<file path="src/rtl/sq_pkg.sv">
package sq_pkg;
    typedef enum logic [1:0] {
        WB_SCAN       = 2'd0,
        WB_SEND       = 2'd1,
        WB_WAIT_RETRY = 2'd2
    } wb_state_t;
endpackage

</file>
<file path="src/rtl/sq_commit_scan.sv">
module sq_commit_scan #(
    parameter int DEPTH = 8,
    parameter int SEQ_W = 16
) (
    input  logic [$clog2(DEPTH)-1:0]   head,
    input  logic [$clog2(DEPTH+1)-1:0] occ,
    input  logic [DEPTH-1:0]           elig,
    input  logic [DEPTH-1:0][SEQ_W-1:0] seq,
    input  logic                       en,
    input  logic [SEQ_W-1:0]           limit,
    output logic [DEPTH-1:0]           mark,
    output logic [$clog2(DEPTH+1)-1:0] mark_cnt
);
    localparam int IDX_W = $clog2(DEPTH);
    localparam int CNT_W = $clog2(DEPTH + 1);

    function automatic logic [IDX_W-1:0] step(input logic [IDX_W-1:0] b, input int off);
        int s;
        s = int'(b) + off;
        if (s >= DEPTH) s = s - DEPTH;
        return IDX_W'(s);
    endfunction

    always_comb begin
        logic stop;
        logic [IDX_W-1:0] idx;
        mark     = '0;
        mark_cnt = '0;
        stop     = !en;
        for (int k = 0; k < DEPTH - 1; k++) begin
            idx = step(head, k);
            if (!stop && (k < int'(occ)) && !elig[idx]) begin
                if (seq[idx] <= limit) begin
                    mark[idx] = 1'b1;
                    mark_cnt  = mark_cnt + CNT_W'(1);
                end else begin
                    stop = 1'b1;
                end
            end
        end
    end
endmodule

</file>
<file path="src/rtl/sq_squash_scan.sv">
module sq_squash_scan #(
    parameter int DEPTH = 8,
    parameter int SEQ_W = 16
) (
    input  logic [$clog2(DEPTH)-1:0]   tail,
    input  logic [$clog2(DEPTH+1)-1:0] occ,
    input  logic [DEPTH-1:0]           elig,
    input  logic [DEPTH-1:0][SEQ_W-1:0] seq,
    input  logic                       en,
    input  logic [SEQ_W-1:0]           limit,
    output logic [DEPTH-1:0]           kill,
    output logic [$clog2(DEPTH+1)-1:0] kill_cnt
);
    localparam int IDX_W = $clog2(DEPTH);
    localparam int CNT_W = $clog2(DEPTH + 1);

    function automatic logic [IDX_W-1:0] back(input logic [IDX_W-1:0] b, input int off);
        int s;
        s = int'(b) - off;
        if (s < 0) s = s + DEPTH;
        return IDX_W'(s);
    endfunction

    always_comb begin
        logic stop;
        logic [IDX_W-1:0] idx;
        kill     = '0;
        kill_cnt = '0;
        stop     = !en;
        for (int k = 0; k < DEPTH - 1; k++) begin
            idx = back(tail, k + 1);
            if (!stop && (k < int'(occ))) begin
                if (elig[idx] || (seq[idx] <= limit)) begin
                    stop = 1'b1;
                end else begin
                    kill[idx] = 1'b1;
                    kill_cnt  = kill_cnt + CNT_W'(1);
                end
            end
        end
    end
endmodule

</file>
<file path="src/rtl/sq_retire_scan.sv">
module sq_retire_scan #(
    parameter int DEPTH = 8
) (
    input  logic [$clog2(DEPTH)-1:0]   head,
    input  logic [$clog2(DEPTH+1)-1:0] occ,
    input  logic [DEPTH-1:0]           done,
    output logic [DEPTH-1:0]           retire,
    output logic [$clog2(DEPTH+1)-1:0] ret_cnt
);
    localparam int IDX_W = $clog2(DEPTH);
    localparam int CNT_W = $clog2(DEPTH + 1);

    function automatic logic [IDX_W-1:0] step(input logic [IDX_W-1:0] b, input int off);
        int s;
        s = int'(b) + off;
        if (s >= DEPTH) s = s - DEPTH;
        return IDX_W'(s);
    endfunction

    always_comb begin
        logic stop;
        logic [IDX_W-1:0] idx;
        retire  = '0;
        ret_cnt = '0;
        stop    = 1'b0;
        for (int k = 0; k < DEPTH - 1; k++) begin
            idx = step(head, k);
            if (!stop && (k < int'(occ)) && done[idx]) begin
                retire[idx] = 1'b1;
                ret_cnt     = ret_cnt + CNT_W'(1);
            end else begin
                stop = 1'b1;
            end
        end
    end
endmodule

</file>
<file path="src/rtl/store_queue.sv">
module store_queue #(
    parameter int DEPTH    = 8,
    parameter int LQ_DEPTH = 8,
    parameter int ADDR_W   = 32,
    parameter int DATA_W   = 32,
    parameter int SIZE_W   = 4,
    parameter int SEQ_W    = 16,
    localparam int IDX_W    = $clog2(DEPTH),
    localparam int CNT_W    = $clog2(DEPTH + 1),
    localparam int LQ_CNT_W = $clog2(LQ_DEPTH + 1),
    localparam int FREE_W   = $clog2(((DEPTH > LQ_DEPTH) ? DEPTH : LQ_DEPTH) + 1)
) (
    input  logic                clk,
    input  logic                rst_n,
    input  logic                alloc_valid,
    input  logic [ADDR_W-1:0]   alloc_addr,
    input  logic [DATA_W-1:0]   alloc_data,
    input  logic [SIZE_W-1:0]   alloc_size,
    input  logic [SEQ_W-1:0]    alloc_seq,
    output logic [IDX_W-1:0]    alloc_idx,
    input  logic                commit_valid,
    input  logic [SEQ_W-1:0]    commit_seq,
    input  logic                squash_valid,
    input  logic [SEQ_W-1:0]    squash_seq,
    input  logic [LQ_CNT_W-1:0] lq_used,
    output logic [FREE_W-1:0]   free_slots,
    input  logic                cache_busy,
    output logic                req_valid,
    output logic [IDX_W-1:0]    req_idx,
    output logic [ADDR_W-1:0]   req_addr,
    output logic [DATA_W-1:0]   req_data,
    output logic [SIZE_W-1:0]   req_size,
    input  logic                req_ready,
    input  logic                cache_retry,
    input  logic                resp_valid,
    input  logic [IDX_W-1:0]    resp_idx
);
    import sq_pkg::*;

    function automatic logic [IDX_W-1:0] wrap(input logic [IDX_W-1:0] b, input int off);
        int s;
        s = int'(b) + off;
        if (s >= DEPTH) s = s - DEPTH;
        if (s < 0)      s = s + DEPTH;
        return IDX_W'(s);
    endfunction

    // Pointers, occupancy and per-slot flags
    logic [IDX_W-1:0] head_q, wb_q, tail_q;
    logic [CNT_W-1:0] occ, pend_q;
    logic [DEPTH-1:0] elig_q, done_q;
    wb_state_t        state_q, state_nx;

    // Slot payload
    logic [DEPTH-1:0][ADDR_W-1:0] addr_q;
    logic [DEPTH-1:0][DATA_W-1:0] data_q;
    logic [DEPTH-1:0][SIZE_W-1:0] size_q;
    logic [DEPTH-1:0][SEQ_W-1:0]  seq_q;

    logic             alloc_ok, commit_en, wb_live, zero_done, wb_adv, comp_any;
    logic [DEPTH-1:0] mark, kill, retire, comp_vec, done_nx;
    logic [CNT_W-1:0] mark_cnt, kill_cnt, ret_cnt;

    assign alloc_ok  = alloc_valid && !squash_valid && (occ != CNT_W'(DEPTH - 1));
    assign commit_en = commit_valid && !squash_valid;
    assign wb_live   = (pend_q != '0) && (wb_q != tail_q) && elig_q[wb_q];

    sq_commit_scan #(.DEPTH(DEPTH), .SEQ_W(SEQ_W)) u_commit (
        .head(head_q), .occ(occ), .elig(elig_q), .seq(seq_q),
        .en(commit_en), .limit(commit_seq), .mark(mark), .mark_cnt(mark_cnt)
    );

    sq_squash_scan #(.DEPTH(DEPTH), .SEQ_W(SEQ_W)) u_squash (
        .tail(tail_q), .occ(occ), .elig(elig_q), .seq(seq_q),
        .en(squash_valid), .limit(squash_seq), .kill(kill), .kill_cnt(kill_cnt)
    );

    sq_retire_scan #(.DEPTH(DEPTH)) u_retire (
        .head(head_q), .occ(occ), .done(done_nx), .retire(retire), .ret_cnt(ret_cnt)
    );

    // Writeback machine: next state
    always_comb begin
        state_nx  = state_q;
        zero_done = 1'b0;
        wb_adv    = 1'b0;
        unique case (state_q)
            WB_SCAN: begin
                if (wb_live && (size_q[wb_q] == '0)) begin
                    zero_done = !resp_valid;
                end else if (wb_live && !cache_busy) begin
                    state_nx = WB_SEND;
                end
            end
            WB_SEND: begin
                if (req_ready) begin
                    state_nx = WB_SCAN;
                    wb_adv   = 1'b1;
                end else begin
                    state_nx = WB_WAIT_RETRY;
                end
            end
            WB_WAIT_RETRY: begin
                if (cache_retry) state_nx = WB_SEND;
            end
            default: state_nx = WB_SCAN;
        endcase
    end

    // Outputs
    always_comb begin
        int lq_free, sq_free, room;
        req_valid = (state_q == WB_SEND);
        req_idx   = wb_q;
        req_addr  = addr_q[wb_q];
        req_data  = data_q[wb_q];
        req_size  = size_q[wb_q];
        alloc_idx = tail_q;
        lq_free   = LQ_DEPTH - int'(lq_used);
        sq_free   = DEPTH - int'(occ);
        room      = ((lq_free < sq_free) ? lq_free : sq_free) - 1;
        if (room < 0) room = 0;
        free_slots = FREE_W'(room);
    end

    // Completion sources: one per cycle
    always_comb begin
        comp_vec = '0;
        if (resp_valid)     comp_vec[resp_idx] = 1'b1;
        else if (zero_done) comp_vec[wb_q]     = 1'b1;
        comp_any = resp_valid || zero_done;
        done_nx  = done_q | comp_vec;
    end

    always_ff @(posedge clk) begin
        if (!rst_n) begin
            state_q <= WB_SCAN;
            head_q  <= '0;
            wb_q    <= '0;
            tail_q  <= '0;
            occ     <= '0;
            pend_q  <= '0;
            elig_q  <= '0;
            done_q  <= '0;
        end else begin
            state_q <= state_nx;
            if (wb_adv || zero_done) wb_q <= wrap(wb_q, 1);
            head_q <= wrap(head_q, int'(ret_cnt));
            tail_q <= alloc_ok ? wrap(tail_q, 1) : wrap(tail_q, -int'(kill_cnt));
            occ    <= occ + CNT_W'(alloc_ok) - ret_cnt - kill_cnt;
            pend_q <= pend_q + mark_cnt - CNT_W'(comp_any);
            elig_q <= (elig_q | mark) & ~retire & ~kill;
            done_q <= done_nx & ~retire & ~kill;
        end
    end

    always_ff @(posedge clk) begin
        if (alloc_ok) begin
            addr_q[tail_q] <= alloc_addr;
            data_q[tail_q] <= alloc_data;
            size_q[tail_q] <= alloc_size;
            seq_q[tail_q]  <= alloc_seq;
        end
    end
endmodule

</file>
<file path="config.mk">
export PLATFORM = sky130hd
export DESIGN_NAME = store_queue
export DESIGN_NICKNAME = d
export VERILOG_FILES = /design/src/rtl/sq_pkg.sv /design/src/rtl/sq_commit_scan.sv /design/src/rtl/sq_squash_scan.sv /design/src/rtl/sq_retire_scan.sv /design/src/rtl/store_queue.sv
export SDC_FILE = /design/constraint.sdc
export NUM_CORES = 2
export LEC_CHECK = 0
export BUFFER_PORTS_ARGS = -buffer_cell sky130_fd_sc_hd__buf_2
export CORE_MARGIN = 2
export CORE_UTILIZATION = 55
export DETAILED_ROUTE_END_ITERATION = 12
export PLACE_DENSITY_LB_ADDON = 0.2
export SYNTH_ARGS = -nofsm -noshare
export SYNTH_HDL_FRONTEND = slang
export SYNTH_SLANG_ARGS = --single-unit
export TNS_END_PERCENT = 50
</file>
<file path="constraint.sdc">
create_clock -name clk -period 24.4 [get_ports clk]
set_input_delay 0 -clock clk [delete_from_list [all_inputs] [get_ports clk]]
set_output_delay 0 -clock clk [all_outputs]
set_load 0.005 [all_outputs]
</file>
Yosys cells after proc, flatten, opt, wreduce, memory -nomap -nowiden:

Index checks and enable logic that the tools add are counted.

* bits in registers: 707
* output and inout bits: 79

* magnitude comparators: 79
* equality and inequality tests: 7
* bitwise operators: 26
* muxes and demuxes: 261
* add/sub/neg operators: 66
* reduce and logical (&&, ||, !) cells: 99

Operators by type and width (number)
* binary-select mux 16 bit (select 3 bit): 14
* bitwise mux 256 bit: 2
* 2-to-1 mux 32 bit: 13
* 2-to-1 mux 8 bit: 37
* 2-to-1 mux 16 bit: 15
* less-or-equal comparator 16 bit: 14
* binary-select mux 32 bit (select 3 bit): 2
* < comparator 32 x 1 -> 1 bit, second input constant: 5
* OR 8 bit: 20
* 2-to-1 mux 4 bit: 35
* bitwise mux 128 bit: 1
* demux 32 bit (select 3 bit): 1
* 2-to-1 mux 1 bit: 75
* adder 4 x 1 -> 4 bit, second input constant: 18
* < comparator 3 x 4 -> 1 bit, second input constant: 17
* binary-select mux 1 bit (select 3 bit): 22
* logical AND 1 bit: 58
* 2-to-1 mux 3 bit: 19
* >= comparator 3 x 1 -> 1 bit, second input constant: 17
* demux 1 bit (select 3 bit): 16
* demux 16 bit (select 3 bit): 1
* adder 3 x 1 -> 3 bit, second input constant: 11
* adder 4 x 32 -> 32 bit: 1
* bitwise AND 8 bit: 4
* 44 further kinds: 120

Logic depth before layout (Yosys ltp):

* depth after elaboration: 41
* mapped depth: 44
* gate-level depth less buffers: 37

By module:

A second synthesis with hierarchy kept.

* cell total of the unflattened synthesis: 3203
* area total of the unflattened synthesis: 42748.5 um^2

Modules (own cells, without submodules)
* store_queue: sequential area each 20880.0 um^2, area an instance 25490.7 um^2, cells an instance 1369, times used 1
* sq_commit_scan: sequential area each 0.0 um^2, area an instance 8057.7 um^2, cells an instance 842, times used 1
* sq_squash_scan: sequential area each 0.0 um^2, area an instance 7741.2 um^2, cells an instance 809, times used 1
* sq_retire_scan: sequential area each 0.0 um^2, area an instance 1458.9 um^2, cells an instance 183, times used 1

Worst setup path after synthesis:

No wires, ideal clock.

* path kind: register to register
* start: register tail_q[1] (netlist: alloc_idx[1])
* end: register occ[3]
* setup slack: 13579 ps
* setup time: 61 ps
* arrival time: 10760 ps
* required time: 24339 ps
* stages on the path, launching flop included: 45
* path through: dfxtp_1 buf_2 buf_1 clkbuf_1 clkinv_1 clkbuf_1 ha_1 clkbuf_1 clkbuf_1 clkbuf_1 mux4_2 mux2_2 ha_1 nand4_1 o41ai_1 nor2_1 o31a_1 and2_1 (+9 left out) ha_1 mux2_2 ha_1 mux2_2 ha_1 mux2_2 ha_1 inv_1 fa_1 ha_1 fa_1 xnor2_1 xnor2_1 xnor2_1 and3_1 a211o_1 a2111oi_0 nand2b_1

* longest elaborated chain between the ends: 37
* elaborated cells between the ends (all ways): 176

RTL lines
* start, declared: line store_queue.sv:49 `logic [IDX_W-1:0] head_q, wb_q, tail_q;`
* start signal, assigned: line store_queue.sv:149 `tail_q <= alloc_ok ? wrap(tail_q, 1) : wrap(tail_q, -int'(kill_cnt));`
* parallel branches: the longest is 36 deep, another holds less-or-equal comparator 16 bit
* subtractor 4 bit (*): line store_queue.sv:150 `occ <= occ + CNT_W'(alloc_ok) - ret_cnt - kill_cnt;`
* end signal, assigned: line store_queue.sv:150
* end, declared: line store_queue.sv:50 `logic [CNT_W-1:0] occ, pend_q;`

Every way passes the cells marked *. The select of a mux whose other input is x is not followed.
A chain may end at the register's enable or synchronous reset.

Worst setup path after layout:

* start: register tail_q[0] (netlist: alloc_idx[0])
* end: register occ[3]

The elaborated chain is that of the path after synthesis.

==> reports/qor.yml <==
fmax_ghz: 0.0890
yosysMostFrequentCell: "edfxtp_1"
antenna_found_initial: 8
met3_usage: 0.0641
max_slew.worst_pin.slew_ps: 1230
yosysUniqueCellTypes: 99
post_dp_cell_area_mm2: 0.0452
synthSimpleGateAreaFrac: 0.0783
start_kind: "register"
p_per_area_mw_per_mm2: 82.3
cpMostUsedCell: "ha_1"
start_util: 0.556
wl_per_cell_um: 28.4
cts_sinks: 707
cts_tree: "done"
yosys-mux-area-fraction: 0.207
synth-compound-area-share: 0.109
required_ps: 24970
via_count: 31100
maxCapViolCount: 0
critPathArrivalTime_ps: 11800
grt_pass1_wl_um: 192000
cpLargestDelayFamily: "adder cells"
root_buffer: "clkbuf_16"
hold_violations: 0
port_buffers: 210
synthTopCellsByArea: "edfxtp_1, mux4_2, ha_1"
cpPeakStageDelay_ps: 770
fin_nets: 3855
vias_per_cell: 6.87
maxSlewHeadroom: 0.176
rows: 102
drc: 0
synthAdderAreaFrac: 0.0834
synth_edf_count: 672
worst-setup-path-type: "register to register"
seq_area_frac_synth: 0.485
min_path_type: "input pin to register"
synthArstFlopShare: 0
synth_seq_cells: 707
ant_nets: 0
busiest_layer: "met2"
cts_hold_buf: 95
gp_congestion: 1.01
area_growth_pct: 12.3
htreeDepth: 3
post-route-period-util: 0.460
yosys_warnings: 0
drive_gt1_frac: 0.247
synth_top_family_by_area: "multiplexers"
yosys.area_share.xor_xnor: 0.0129
grt_pass1_vias: 30800
clk_latency_ps: 620
met1_usage: 0.433
drtIter0Drc: 3166
cp_max_fo: 80
clock_skew_ps: 29.4
gr-total-overflow: 0
fp.coreArea_mm2: 0.0775
cts.clk_slew.worst_paths_ps: 70
met2_usage: 0.504
r2r_slack_ps: 13170
wl_um: 129000
synth_area_leader_cell: "edfxtp_1"
cts-resized-gates: 0
layoutNonFillerInstCount: 4532
cts_max_path_buffers: 3
netlist_instances: 3216
pin_count: 211
postCtsSetupRepairBufs: 0
setup_viol: 0
p_total_mw: 3.98
die-area_mm2: 0.0805
cts-buffers-inserted: 70
syn_nets: 3631
stdcell_area_mm2: 0.0483
period_minus_slack_ps: 11230
final_core_util: 0.624
firstDrtPassIters: 7
synth_top_cells_by_count: "edfxtp_1, ha_1, mux4_2"
crit_path_top_delay_cell: "dfxtp_4"
cp_num_buf_inv: 3
track_usage: 0.315
critPathCaptureType: "register"
syn-cell-area_mm2: 0.0431
status: "complete, no violations"
place_hpwl_um: 85300
rsz0062_at_grt: "false"
yosys.area.top_type_share: 0.469
leakage_nw: 17.0
synthFlopType: "edfxtp_1"
drv_slew: 0
dieWidth_um: 284
dp.cells: 4313
grt_max_degree: 83
syn_area_per_cell_um2: 13.4
die_y_um: 284
tns_ps: 0
vdd_ir_drop_max_mv: 0.0698
cell families after synthesis:
kind of cell	count (synthesis)
AOI/OAI and AO/OA	668
xor gates and xnor gates	54
adders and majority gates	283
buffers and inverters	285
DFF	707
muxes	538
and+or+nand+nor	681
registers in the layout, summed over array words and instances, names as in the netlist:
name and flops:
alloc_idx 3, seq_q 128, addr_q 256, done_q 8, state_q 2, occ 4
req_idx 3, elig_q 8, data_q 256, size_q 32, pend_q 4, head_q 3
layout by cell type, fill, tap and decap left out, types with 12 or more instances in the layout:
cell,n
a211oi_1,16
a21o_1,41
a21oi_1,103
a221oi_1,39
a22o_1,24
a22oi_1,165
a31oi_1,24
and2_1,22
and3_1,22
buf_2,210
buf_4,41
clkbuf_1,19
clkbuf_16,70
clkinv_1,12
dfxtp_1,27
dlygate4sd3_1,95
edfxtp_1,672
ha_1,274
inv_1,85
mux2_2,193
mux2i_1,84
mux4_2,261
nand2_1,236
nand2b_1,12
nand3_1,72
nand4_1,67
nor2_1,122
nor2b_1,26
nor3_1,27
o211ai_1,20
o21a_1,21
o21ai_0,114
o22ai_1,12
xnor2_1,29
xor2_1,13
through the flow:
stage               setup slack [ps]  hold WS (ps)
global route                   12510           142
detailed placement             13300           262
floorplan                      13580          98.9
finish                         13170           139
global placement               13570           252
CTS                            13270           102
layout make-up:
type                    count  area (um2)
diodes                      1        2.50
clock buffers              89        1820
clock inverters            34         385
fillers                  5719       29100
inverters                  91         342
multi-input cells        2224       21300
flip-flops and latches    707       20900
well taps                1040        1300
repair buffers            346        2310
report_power, final:
part           total (mW)  switching (mW)  leakage, nW  internal, mW
sequential           1.44          0.0578         6.36          1.39
combinational        1.49           0.804         9.56         0.686
clock                1.04           0.463         1.06         0.581
worst reg2reg max path: cells and delay by family, from the launching register on:
kind            cells  cell delay [ps]
fa+ha+maj          12             3910
buf+inv             3             1260
mux                 5             1670
flops               1              770
compound gates      7             1850
simple gates        8             1240
xor+xnor            3              490
routing by layer:
metal / vias up / routed length, um
met1: 15700 / 51000
met3: 241 / 13100
met5: - / 64
li1: 13500 / -
met2: 1724 / 60400
met4: 12 / 4020
final timing paths:
| check | from | end | depth (start not counted) |
|---|---|---|---|
| worst max-delay path | alloc_idx[0] | occ[3] | 38 |
| worst min-delay path | commit_valid | elig_q[3] | 5 |
| worst max register to register | alloc_idx[0] | occ[3] | 38 |
| worst min register to register | state_q[0] | state_q[0] | 1 |
No activity file was read; power rests on OpenSTA's default activity.
